===== src/rtl/seg_ext_pkg.sv =====
package seg_ext_pkg;

   typedef enum logic [2:0] {
      CLS_VEC_BOOT,
      CLS_VEC_NMI,
      CLS_CODE,
      CLS_STACK,
      CLS_ZP,
      CLS_DATA
   } cyc_class_e;

   // opcodes that steer the code segment
   localparam logic [7:0] OPC_JMP_ABS = 8'h4C;
   localparam logic [7:0] OPC_JMP_IND = 8'h6C;
   localparam logic [7:0] OPC_JSR     = 8'h20;
   localparam logic [7:0] OPC_BRK     = 8'h00;
   localparam logic [7:0] OPC_RTS     = 8'h60;
   localparam logic [7:0] OPC_RTI     = 8'h40;

   // vector addresses
   localparam logic [15:0] VEC_NMI_ADDR = 16'hFFFA;
   localparam logic [15:0] VEC_IRQ_ADDR = 16'hFFFE;

   // register window byte offsets
   localparam logic [3:0] WOFF_PCS_HI = 4'd1;
   localparam logic [3:0] WOFF_DS0_HI = 4'd3;
   localparam logic [3:0] WOFF_DS1_HI = 4'd5;
   localparam logic [3:0] WOFF_SS_HI  = 4'd7;
   localparam logic [3:0] WOFF_DPAGE  = 4'd8;
   localparam logic [3:0] WOFF_CTRL   = 4'd9;

endpackage


===== src/rtl/seg_ext_regs.sv =====
module seg_ext_regs
   import seg_ext_pkg::*;
#(
   parameter int          SEG_W      = 16,
   parameter logic [15:0] WIN_BASE   = 16'hFF00,
   parameter int          DP_ENTRIES = 4,
   parameter int          DP_IDX_W   = 2
) (
   input  logic                clk,
   input  logic                rst_n,
   input  logic                wr_en,
   input  logic [15:0]         addr,
   input  logic [7:0]          wdata,
   input  logic [DP_IDX_W-1:0] dp_idx,
   output logic [SEG_W-1:0]    pend_cs,
   output logic [SEG_W-1:0]    ds0,
   output logic [SEG_W-1:0]    ds1,
   output logic [SEG_W-1:0]    ss,
   output logic [7:0]          dp_page,
   output logic                move_en
);

   logic        in_win;
   logic [3:0]  off;
   logic        hit;
   logic [7:0]  lo_hold;
   logic [15:0] joined;
   logic [SEG_W-1:0] wide;
   logic [7:0]  dp_q [DP_ENTRIES];

   assign off    = addr[3:0];
   assign in_win = (addr[15:4] == WIN_BASE[15:4]) && (off <= WOFF_CTRL);
   assign hit    = wr_en && in_win;
   assign joined = {wdata, lo_hold};
   assign wide   = joined[SEG_W-1:0];

   always_ff @(posedge clk or negedge rst_n) begin
      if (!rst_n) begin
         lo_hold <= '0;
         pend_cs <= '0;
         ds0     <= '0;
         ds1     <= '0;
         ss      <= '0;
         move_en <= 1'b0;
      end else if (hit) begin
         if (!off[0] && off < WOFF_DPAGE) lo_hold <= wdata;
         case (off)
            WOFF_PCS_HI: pend_cs <= wide;
            WOFF_DS0_HI: ds0     <= wide;
            WOFF_DS1_HI: ds1     <= wide;
            WOFF_SS_HI:  ss      <= wide;
            WOFF_CTRL:   move_en <= wdata[0];
            default: ;
         endcase
      end
   end

   for (genvar i = 0; i < DP_ENTRIES; i++) begin : g_dp
      always_ff @(posedge clk or negedge rst_n) begin
         if (!rst_n)
            dp_q[i] <= '0;
         else if (hit && off == WOFF_DPAGE && dp_idx == DP_IDX_W'(i))
            dp_q[i] <= wdata;
      end
   end

   assign dp_page = dp_q[dp_idx];

endmodule


===== src/rtl/seg_ext_cs_ctrl.sv =====
module seg_ext_cs_ctrl
   import seg_ext_pkg::*;
#(
   parameter int SEG_W = 16,
   parameter int DEPTH = 8
) (
   input  logic             clk,
   input  logic             rst_n,
   input  logic             sync,
   input  logic             vec,
   input  logic [15:0]      addr,
   input  logic [7:0]       rdata,
   input  logic [SEG_W-1:0] pend_cs,
   output logic [SEG_W-1:0] cs_eff,
   output logic             fault
);

   localparam int CNT_W = $clog2(DEPTH + 1);

   logic [SEG_W-1:0] act_cs;
   logic [SEG_W-1:0] stk [DEPTH];
   logic [CNT_W-1:0] cnt;
   logic arm_sw, arm_push, arm_pop;
   logic nmi_hit, irq_hit, sw_now, pop_now, can_pop, do_push, do_pop;

   assign nmi_hit = vec && !sync && (addr == VEC_NMI_ADDR);
   assign irq_hit = vec && !sync && (addr == VEC_IRQ_ADDR) && !arm_sw;
   assign sw_now  = sync && arm_sw;
   assign pop_now = sync && !arm_sw && arm_pop;
   assign can_pop = (cnt != '0);
   assign do_push = (sw_now && arm_push) || nmi_hit || irq_hit;
   assign do_pop  = pop_now && can_pop;

   always_comb begin
      if (sw_now || nmi_hit) cs_eff = pend_cs;
      else if (do_pop)       cs_eff = stk[0];
      else                   cs_eff = act_cs;
   end

   always_ff @(posedge clk or negedge rst_n) begin
      if (!rst_n) begin
         act_cs   <= '0;
         arm_sw   <= 1'b0;
         arm_push <= 1'b0;
         arm_pop  <= 1'b0;
         cnt      <= '0;
         fault    <= 1'b0;
      end else begin
         act_cs <= cs_eff;
         if (sync) begin
            arm_sw   <= (rdata == OPC_JMP_ABS) || (rdata == OPC_JMP_IND) ||
                        (rdata == OPC_JSR) || (rdata == OPC_BRK);
            arm_push <= (rdata == OPC_JSR) || (rdata == OPC_BRK);
            arm_pop  <= (rdata == OPC_RTS) || (rdata == OPC_RTI);
         end else if (nmi_hit) begin
            arm_sw   <= 1'b0;
            arm_push <= 1'b0;
         end
         if (do_push) begin
            if (cnt != CNT_W'(DEPTH)) cnt <= cnt + 1'b1;
         end else if (do_pop) begin
            cnt <= cnt - 1'b1;
         end
         if (pop_now && !can_pop) fault <= 1'b1;
      end
   end

   for (genvar i = 0; i < DEPTH; i++) begin : g_stk
      always_ff @(posedge clk or negedge rst_n) begin
         if (!rst_n)
            stk[i] <= '0;
         else if (do_push) begin
            if (i == 0) stk[i] <= act_cs;
            else        stk[i] <= stk[(i == 0) ? 0 : i-1];
         end else if (do_pop) begin
            if (i == DEPTH-1) stk[i] <= '0;
            else              stk[i] <= stk[(i == DEPTH-1) ? i : i+1];
         end
      end
   end

endmodule


===== src/rtl/seg_ext_map.sv =====
module seg_ext_map
   import seg_ext_pkg::*;
#(
   parameter int SEG_W = 16,
   parameter int LANES = 4
) (
   input  logic [15:0]       addr,
   input  logic              we,
   input  logic              sync,
   input  logic              prog,
   input  logic              vec,
   input  logic [SEG_W-1:0]  cs_eff,
   input  logic [SEG_W-1:0]  ss,
   input  logic [SEG_W-1:0]  ds0,
   input  logic [SEG_W-1:0]  ds1,
   input  logic              move_en,
   input  logic [7:0]        dp_page,
   output logic [SEG_W+15:0] phys,
   output logic [LANES-1:0]  byte_en,
   output cyc_class_e        cls,
   output logic [SEG_W-1:0]  data_seg
);

   logic [SEG_W-1:0] seg;
   logic [15:0]      off;

   always_comb begin
      if (vec && addr[15:2] == 14'h3FFF)       cls = CLS_VEC_BOOT;
      else if (vec && addr[15:1] == 15'h7FFD)  cls = CLS_VEC_NMI;
      else if (sync || prog)                   cls = CLS_CODE;
      else if (addr[15:8] == 8'h01)            cls = CLS_STACK;
      else if (addr[15:8] == 8'h00)            cls = CLS_ZP;
      else                                     cls = CLS_DATA;
   end

   assign data_seg = (move_en && we) ? ds1 : ds0;

   always_comb begin
      off = addr;
      case (cls)
         CLS_VEC_BOOT: seg = '0;
         CLS_VEC_NMI,
         CLS_CODE:     seg = cs_eff;
         CLS_STACK:    seg = ss;
         CLS_ZP: begin
            seg = data_seg;
            off = {dp_page, addr[7:0]};
         end
         default:      seg = data_seg;
      endcase
   end

   assign phys = {seg, off};

   if (LANES == 1) begin : g_lane_one
      assign byte_en = 1'b1;
   end else begin : g_lane_dec
      localparam int LW = $clog2(LANES);
      assign byte_en = LANES'(1) << phys[LW-1:0];
   end

endmodule


===== src/rtl/seg_ext_top.sv =====
module seg_ext_top
   import seg_ext_pkg::*;
#(
   parameter int          PHYS_W       = 32,
   parameter int          BUS_W        = 32,
   parameter int          SHADOW_DEPTH = 8,
   parameter int          DP_ENTRIES   = 4,
   parameter logic [15:0] WIN_BASE     = 16'hFF00
) (
   input  logic                   clk,
   input  logic                   rst_n,
   input  logic [15:0]            cpu_addr,
   input  logic [7:0]             cpu_wdata,
   input  logic [7:0]             cpu_rdata,
   input  logic                   cpu_we,
   input  logic                   cpu_sync,
   input  logic                   cpu_prog,
   input  logic                   cpu_vec,
   output logic [PHYS_W-1:0]      phys_addr,
   output logic [BUS_W/8-1:0]     byte_en,
   output logic                   cs_fault
);

   localparam int SEG_W    = PHYS_W - 16;
   localparam int LANES    = BUS_W / 8;
   localparam int DP_IDX_W = $clog2(DP_ENTRIES);

   if (SEG_W < 9 || SEG_W > 16) begin : g_bad_phys
      $error("PHYS_W must lie between 25 and 32");
   end
   if (LANES < 1 || (LANES & (LANES - 1)) != 0 || BUS_W % 8 != 0) begin : g_bad_bus
      $error("BUS_W must be 8 times a power of two");
   end
   if (SHADOW_DEPTH < 2) begin : g_bad_depth
      $error("SHADOW_DEPTH must be at least 2");
   end
   if (DP_ENTRIES < 2 || (DP_ENTRIES & (DP_ENTRIES - 1)) != 0 || DP_ENTRIES > (1 << SEG_W)) begin : g_bad_dp
      $error("DP_ENTRIES must be a power of two of at least 2");
   end
   if (WIN_BASE[3:0] != 4'h0 || WIN_BASE[15:9] == 7'h00) begin : g_bad_win
      $error("WIN_BASE must be 16-byte aligned and above the stack page");
   end

   logic [SEG_W-1:0] pend_cs, ds0, ds1, ss, cs_eff, data_seg;
   logic [7:0]       dp_page;
   logic             move_en;
   cyc_class_e       cls;
   logic             win_wr;

   assign win_wr = cpu_we && (cls == CLS_DATA) && (data_seg == '0);

   seg_ext_regs #(
      .SEG_W(SEG_W), .WIN_BASE(WIN_BASE),
      .DP_ENTRIES(DP_ENTRIES), .DP_IDX_W(DP_IDX_W)
   ) u_regs (
      .clk(clk), .rst_n(rst_n), .wr_en(win_wr), .addr(cpu_addr),
      .wdata(cpu_wdata), .dp_idx(cs_eff[DP_IDX_W-1:0]),
      .pend_cs(pend_cs), .ds0(ds0), .ds1(ds1), .ss(ss),
      .dp_page(dp_page), .move_en(move_en)
   );

   seg_ext_cs_ctrl #(.SEG_W(SEG_W), .DEPTH(SHADOW_DEPTH)) u_cs (
      .clk(clk), .rst_n(rst_n), .sync(cpu_sync), .vec(cpu_vec),
      .addr(cpu_addr), .rdata(cpu_rdata), .pend_cs(pend_cs),
      .cs_eff(cs_eff), .fault(cs_fault)
   );

   seg_ext_map #(.SEG_W(SEG_W), .LANES(LANES)) u_map (
      .addr(cpu_addr), .we(cpu_we), .sync(cpu_sync), .prog(cpu_prog),
      .vec(cpu_vec), .cs_eff(cs_eff), .ss(ss), .ds0(ds0), .ds1(ds1),
      .move_en(move_en), .dp_page(dp_page), .phys(phys_addr),
      .byte_en(byte_en), .cls(cls), .data_seg(data_seg)
   );

endmodule


===== config.mk =====
export PLATFORM = sky130hd
export DESIGN_NAME = seg_ext_top
export DESIGN_NICKNAME = d
export VERILOG_FILES = /design/src/rtl/seg_ext_pkg.sv /design/src/rtl/seg_ext_regs.sv /design/src/rtl/seg_ext_cs_ctrl.sv /design/src/rtl/seg_ext_map.sv /design/src/rtl/seg_ext_top.sv
export SDC_FILE = /design/constraint.sdc
export NUM_CORES = 1
export LEC_CHECK = 0
export BUFFER_PORTS_ARGS = -buffer_cell sky130_fd_sc_hd__buf_2
export CELL_PAD_IN_SITES_DETAIL_PLACEMENT = 0
export CELL_PAD_IN_SITES_GLOBAL_PLACEMENT = 1
export CORE_MARGIN = 2
export CORE_UTILIZATION = 49
export CTS_CLUSTER_DIAMETER = 60
export CTS_CLUSTER_SIZE = 24
export DETAILED_ROUTE_END_ITERATION = 10
export GPL_ROUTABILITY_DRIVEN = 0
export PLACE_DENSITY = 0.89
export SYNTH_ARGS = -nofsm -noshare
export SYNTH_HDL_FRONTEND = slang
export SYNTH_HIERARCHICAL = 1
export SYNTH_SLANG_ARGS = --single-unit
export TNS_END_PERCENT = 50

===== constraint.sdc =====
create_clock -name clk -period 4.2 [get_ports clk]
set_input_delay 0.42 -clock clk [delete_from_list [all_inputs] [get_ports clk]]
set_output_delay 0.42 -clock clk [all_outputs]
set_load 0.05 [all_outputs]

==> metrics.txt, run 1 <==
TritonCTS clock tree=yes; Yosys top cell by area=dfrtp_1; Main synth FF type=dfrtp_1; FF-to-FF Start=u_regs/move_en; failing checks=hold timing; CTS Root Cell=clkbuf_16; DPL Wire Length=15,980 um; Synth warnings=6; final hold violations=21; fin. max-slew vios=0; flop-to-flop setup slack=0.60 ns; drt pass-1 iters=5; Post-Syn Area=11,940 um2; Max IR drop VDD=0.0003269 V; cell at the slowest stage of the critical path=nor4_2; initial antenna violation count=0; max_cap viols=0; layout cells sized above 1=26.60%; chip height=160.1 um; WS Path Type=register to output pin; CTS Hold Bufs=0; critical path startpoint category=register; via count of the first global-routing pass=8,023; synth unique cells=56; DP Cell Count=1,420; gr ovfl total=0; Area growth syn-to-layout=10.63%; FP Rows=57; CP most frequent cell=buf_4; Comb pwr share=10.0%; die width=160.1 um; final critical-path share of the clock period=90.06%; CP peak stage delay=0.48 ns; Sw Share=26.39%; worst clock skew=0.01345 ns; Worst path top cell family by delay=buffers and inverters; DR vias=8,302; commonest cells in the netlist=nand2_1 (300), dfrtp_1 (257), mux2_2 (122); RSZ-0062 raised after global routing=no; setup_tns=0 ns; fraction of registers with async set/reset=100.0%; global-route wire length before repair=42,010 um; crit-path max FO=32; Iter 0 DRT Violations=811; top-count cell post-synth=nand2_1; main area contributors after synthesis=dfrtp_1 (54%), mux2_2 (12%), nand2_1 (9.4%), a22oi_1 (7.1%), buf_4 (1.7%); Final ANT Viol Nets=0; TritonCTS Sinks=257; Buf/Inv on CP=3; EDFF count, synth=0; Post CTS Setup Buffer Count=0; overall global routing resource usage=19.73%; Mean Syn Cell Area=11.06 um2; Port Buf Inserts=73; status=finished, violations left; Sw Pwr=1.316 mW; Clock transition at path regs=0.08 ns; crit path from=u_cs/cnt[1]; via density per instance=5.718; power per cell area=377.5 nW/um2; Final Net Count=1,155; detailed-route DRC error count=0; Crit. End Element=output pin; Hold Crit Class=input pin to asynchronous set/reset pin; internal power=3.669 mW; Yosys top cell area share=53.87%; later-pin clock latency in the skew report=0.50 ns; WP data required=3.78 ns; Die ar.=25,630 um2; Clk pwr share=39.2%; Core ar.=24,110 um2; deepest clock path buffer count=3; antenna cells=0; # resized after CTS=0; FMAX=0.2644 GHz; drt wl/cell=17.43 um; worst path cell trace=nor4_2, nand2b_1, buf_4, nand2_1, a31oi_1, buf_4, mux4_2, a21o_1, buf_2; CTS H-Tree Depth=1; Worst Tran Pin Value=0.8962 ns; TritonCTS Buffers=18; Seq cells post-synth=257; hold slack=-0.04684 ns; Finish-stage setup viols=0; Final Non-Filler Cells=1,452; post-synth net total=1,118; initial core utilization=49.52%; largest net degree at the start of global routing=131; Seq pwr share=50.8%; I/O Pins=75; WP data arrival=3.36 ns; Static Leakage=6.753 nW; register area share after synthesis=53.87%; Routed WL=25,310 um; Max transition margin=40.26%; min Tclk post-route=3.783 ns; synthesized instance count=1,079
[per-layer routing]
metal	vias to the layer above	track usage [%]	part of all wire, %
met4	0	5.078	2.2
met5	-	0	0
met3	40	2.156	3.7
met1	4127	28.64	47
met2	183	32.00	48
li1	3952	-	-
[metrics by stage]
stage          cell area [um2]  power (mW)  utilization [%]  setup WS (ns)
6_report                 13210       4.985            54.79         0.4174
3_5_place_dp             12540       3.080            52.02         0.5203
4_1_cts                  13210       5.045            54.79         0.3893
2_1_floorplan            11940       2.891                -         0.6728
3_3_place_gp             12540       3.076            52.02         0.5546
5_1_grt                  13210       5.172            54.79         0.1758
[sequential cells by signal, summed over array words and instances, names as in the netlist, 8 cells and up]
signal and cells:
u_cs/act_cs 16, u_cs/stk 128, u_regs/dp_q 32, u_regs/ds0 16
u_regs/ds1 16, u_regs/lo_hold 8, u_regs/pend_cs 16, u_regs/ss 16
[cell type report]
type	instances	area, um2
inverter	2	7.507
timing repair buffer	95	590.6
fill	2062	10900
clock inverter	12	176.4
multi-input combinational	742	5106
sequential	257	6431
tap	324	405.4
clock buffer	20	489.2
[worst paths after layout]
path | end | cells past startpoint
worst max-delay path | phys_addr[11] | 9
worst min-delay path | u_cs/stk[33] | 1
worst max register to register | u_regs/ds0[15] | 10
worst min register to register | u_cs/fault | 1
max in group asynchronous | u_regs/dp_q[31] | 2
min in group clk | u_cs/arm_pop | 3
[placed cells by master (no fill, tap or decap), types with 3 or more instances in the layout]
cell       netlist  routed
and3_1           4       4
a21o_1          11      10
buf_2           17      72
inv_8            0       4
a2bb2oi_2        9       9
o211ai_1        23      23
dfrtp_1        257     257
buf_12           0       4
a31oi_1         17      16
nand4_1          5       5
a21oi_1          6       6
nand3b_1         3       3
nor4_1           3       3
buf_4           27      18
mux4_2           8       8
nand4b_1         3       3
or3_1            4       4
nor2_1          26      25
a22oi_1        113     112
a2bb2oi_1        7       7
and4_1           4       4
nand2_1        300     300
nor4_2           5       5
mux2_2         122     122
clkbuf_16        0      19
o211ai_2         9       9
nand3_1         23      23
[worst reg2reg max path, stage by stage, from the launching register on]
cell and delay [ns]:
dfrtp_1 0.40, nand2_1 0.33, buf_12 0.19, mux2_2 0.37
nor4_2 0.33, nand3_1 0.15, nor2_1 0.26, nand3_1 0.17
nor4_4 0.32, nand3b_2 0.51, mux2_2 0.46
[power by group through the flow]
| stage | sequential [mW] | combinational [mW] | clock (mW) |
|---|---|---|---|
| after global placement | 2.58 | 0.495 | 0 |
| after detailed placement | 2.58 | 0.497 | 0 |
| after floorplan | 2.58 | 0.308 | 0 |
| after global routing | 2.54 | 0.533 | 2.10 |
| final | 2.53 | 0.497 | 1.95 |
| after CTS | 2.53 | 0.502 | 2.01 |
[kinds of logic (layout without fill, tap and decap cells)]
| kind of cell | after synthesis | after routing | share of synthesized area [%] |
|---|---|---|---|
| DFF | 257 | 257 | 53.87 |
| buffers and inverters | 80 | 129 | 3.637 |
| adders and majority gates | 1 | 1 | 0.1048 |
| and+or+nand+nor | 405 | 405 | 15.65 |
| xor gates and xnor gates | 1 | 1 | 0.07338 |
| muxes | 130 | 130 | 13.02 |
| AOI/OAI and AO/OA | 205 | 205 | 13.65 |
(Power assumes the default switching activity.)
==> inputs of run 2 (changes only) <==
Settings changed: CELL_PAD_IN_SITES_DETAIL_PLACEMENT 0 to 1, REMOVE_ABC_BUFFERS set to 1.
==> run 2 against run 1 <==
Global-route usage rose by 7.2 points. Power rose by 5.6%. Largest power group unchanged. Combinational power rose by 3%. Sequential power barely moved. Highest routed layer unchanged. Via count rose by 10%. The run still ends with hold timing left. Hold slack improved by 0.023 ns. Sequential cell count did not move.
==> metrics.txt, run 2 (synthesis gave the netlist of run 1 again) <==
Finish-stage setup viols=0; min Tclk post-route=3.982 ns; initial antenna violation count=0; chip height=160.1 um; final critical-path share of the clock period=94.82%; Routed WL=34,510 um; CP peak stage delay=0.57 ns; via density per instance=6.253; Pwr Total=5.265 mW; layout cells sized above 1=27.02%; RSZ-0062 raised after global routing=no; setup_tns=0 ns; via count of the first global-routing pass=10.00k; highest routed layer=met4; DPL Wire Length=21,350 um; Layout fillers=2,622; Max IR drop VDD=0.0003290 V; fin. max-slew vios=0; initial core utilization=49.52%; FMAX=0.2511 GHz; # resized after CTS=0; FP Rows=57; global-route wire length before repair=54,950 um; cell at the slowest stage of the critical path=mux4_2; hold slack=-0.02354 ns; die width=160.1 um; worst clock skew=0.02701 ns; Die ar.=25,630 um2; WP data arrival=3.56 ns; largest net degree at the start of global routing=131; commonest cells after routing, fill and taps aside=nand2_1 (300), dfrtp_1 (257), mux2_2 (122), a22oi_1 (112), buf_2 (72); Sw Share=28.99%; drt wl/cell=23.64 um; failing checks=hold timing; M1 wire length=13,800 um; Area growth syn-to-layout=11.59%; WS Path Type=register to output pin; CP most frequent cell=buf_4; CTS H-Tree Depth=1; Crit. End Element=output pin; metal2 WL=17,600 um; Clk pwr share=42.0%; CTS Hold Bufs=0; Hold Crit Class=input pin to asynchronous set/reset pin; Sw Pwr=1.526 mW; CTS Root Cell=clkbuf_16; Max transition margin=32.96%; Static Leakage=6.803 nW; Seq pwr share=48.2%; TritonCTS clock tree=yes; Worst path top cell family by delay=simple AND/OR/NAND/NOR gates; gr ovfl total=0; antenna cells=0; Core ar.=24,110 um2; Final Net Count=1,160; power per cell area=395.2 nW/um2; later-pin clock latency in the skew report=0.54 ns; worst path cell trace=nor4_2, nand2b_1, buf_4, nand2_1, a31oi_2, buf_4, mux4_2, a21o_1, buf_2; Port Buf Inserts=73; internal power=3.739 mW; Post CTS Setup Buffer Count=0; Buf/Inv on CP=3; Worst Tran Pin Value=1.002 ns; Detail Route met3 WL=1517 um; crit-path max FO=14; Final ANT Viol Nets=0; Clock transition at path regs=0.09 ns; Comb pwr share=9.8%; overall global routing resource usage=26.91%; final hold violations=15; Largest regs=u_cs/stk: 128 flops, u_regs/dp_q: 32 flops; Iter 0 DRT Violations=600; drt pass-1 iters=5; largest register by flop count=u_cs/stk; max reg flops=128; Post-Route Utilization=55.26%; status=finished, violations left; max_cap viols=0; deepest clock path buffer count=3; detailed-route DRC error count=0; commonest non-fill, non-tap cell in the layout=nand2_1; TritonCTS Sinks=257; DR vias=9,130; I/O Pins=75; critical path startpoint category=register; WP data required=3.78 ns; TritonCTS Buffers=21
[run 2: cell count changes in the layout (fill, tap and decap cells not counted), sizes merged]
cell,before,now
bufinv,2,1
clkinv,4,3
clkbuf,20,22
buf,95,97
inv,8,14
[run 2: worst paths after layout]
| path | endpoint | startpoint | depth (start not counted) | slack, ns |
|---|---|---|---|---|
| worst max-delay path | phys_addr[14] | u_cs/cnt[1] | 9 | 0.22 |
| worst min-delay path | u_cs/stk[60] | rst_n | 1 | -0.02 |
| worst max register to register | u_regs/dp_q[12] | u_regs/move_en | 10 | 0.45 |
| worst min register to register | u_cs/arm_push | u_cs/arm_push | 2 | 0.49 |
| max in group asynchronous | u_cs/stk[122] | rst_n | 2 | 3.20 |
| min in group clk | u_cs/arm_pop | cpu_rdata[6] | 3 | 0.16 |
[run 2: layout make-up]
type / instances / area (um2) / share of cell area [%]
Multi-Input combinational cell: 742 / 5106 / 38.33
Clock buffer: 22 / 529.3 / 3.973
Clock inverter: 16 / 236.5 / 1.775
Timing Repair Buffer: 97 / 605.6 / 4.546
Sequential cell: 257 / 6431 / 48.28
Tap cell: 324 / 405.4 / 3.043
Inverter: 2 / 7.507 / 0.05635
[run 2: routing by layer]
layer  vias up  global-route usage, %
met4         0                  12.69
li1       3947                      -
met3       119                  3.351
met5         -                      0
met2       293                  46.40
met1      4771                  33.91
[run 2: per-stage QoR]
stage | setup WS (ns) | area, um2 | cells
after floorplan | -4.718 | 11510 | 1001
after detailed placement | 0.3992 | 12560 | 1422
after CTS | 0.2273 | 13320 | 1460
after global routing | 0.09008 | 13320 | 1460
after global placement | 0.6187 | 12560 | 1422
final | 0.2177 | 13320 | 1460
[run 2: power groups by stage]
stage	Clock [mW]	Combinational [mW]	Sequential, mW
floorplan	0	0.283	2.58
global placement	0	0.492	2.58
detailed placement	0	0.508	2.59
CTS	2.25	0.518	2.54
global route	2.35	0.548	2.54
finish	2.21	0.514	2.54
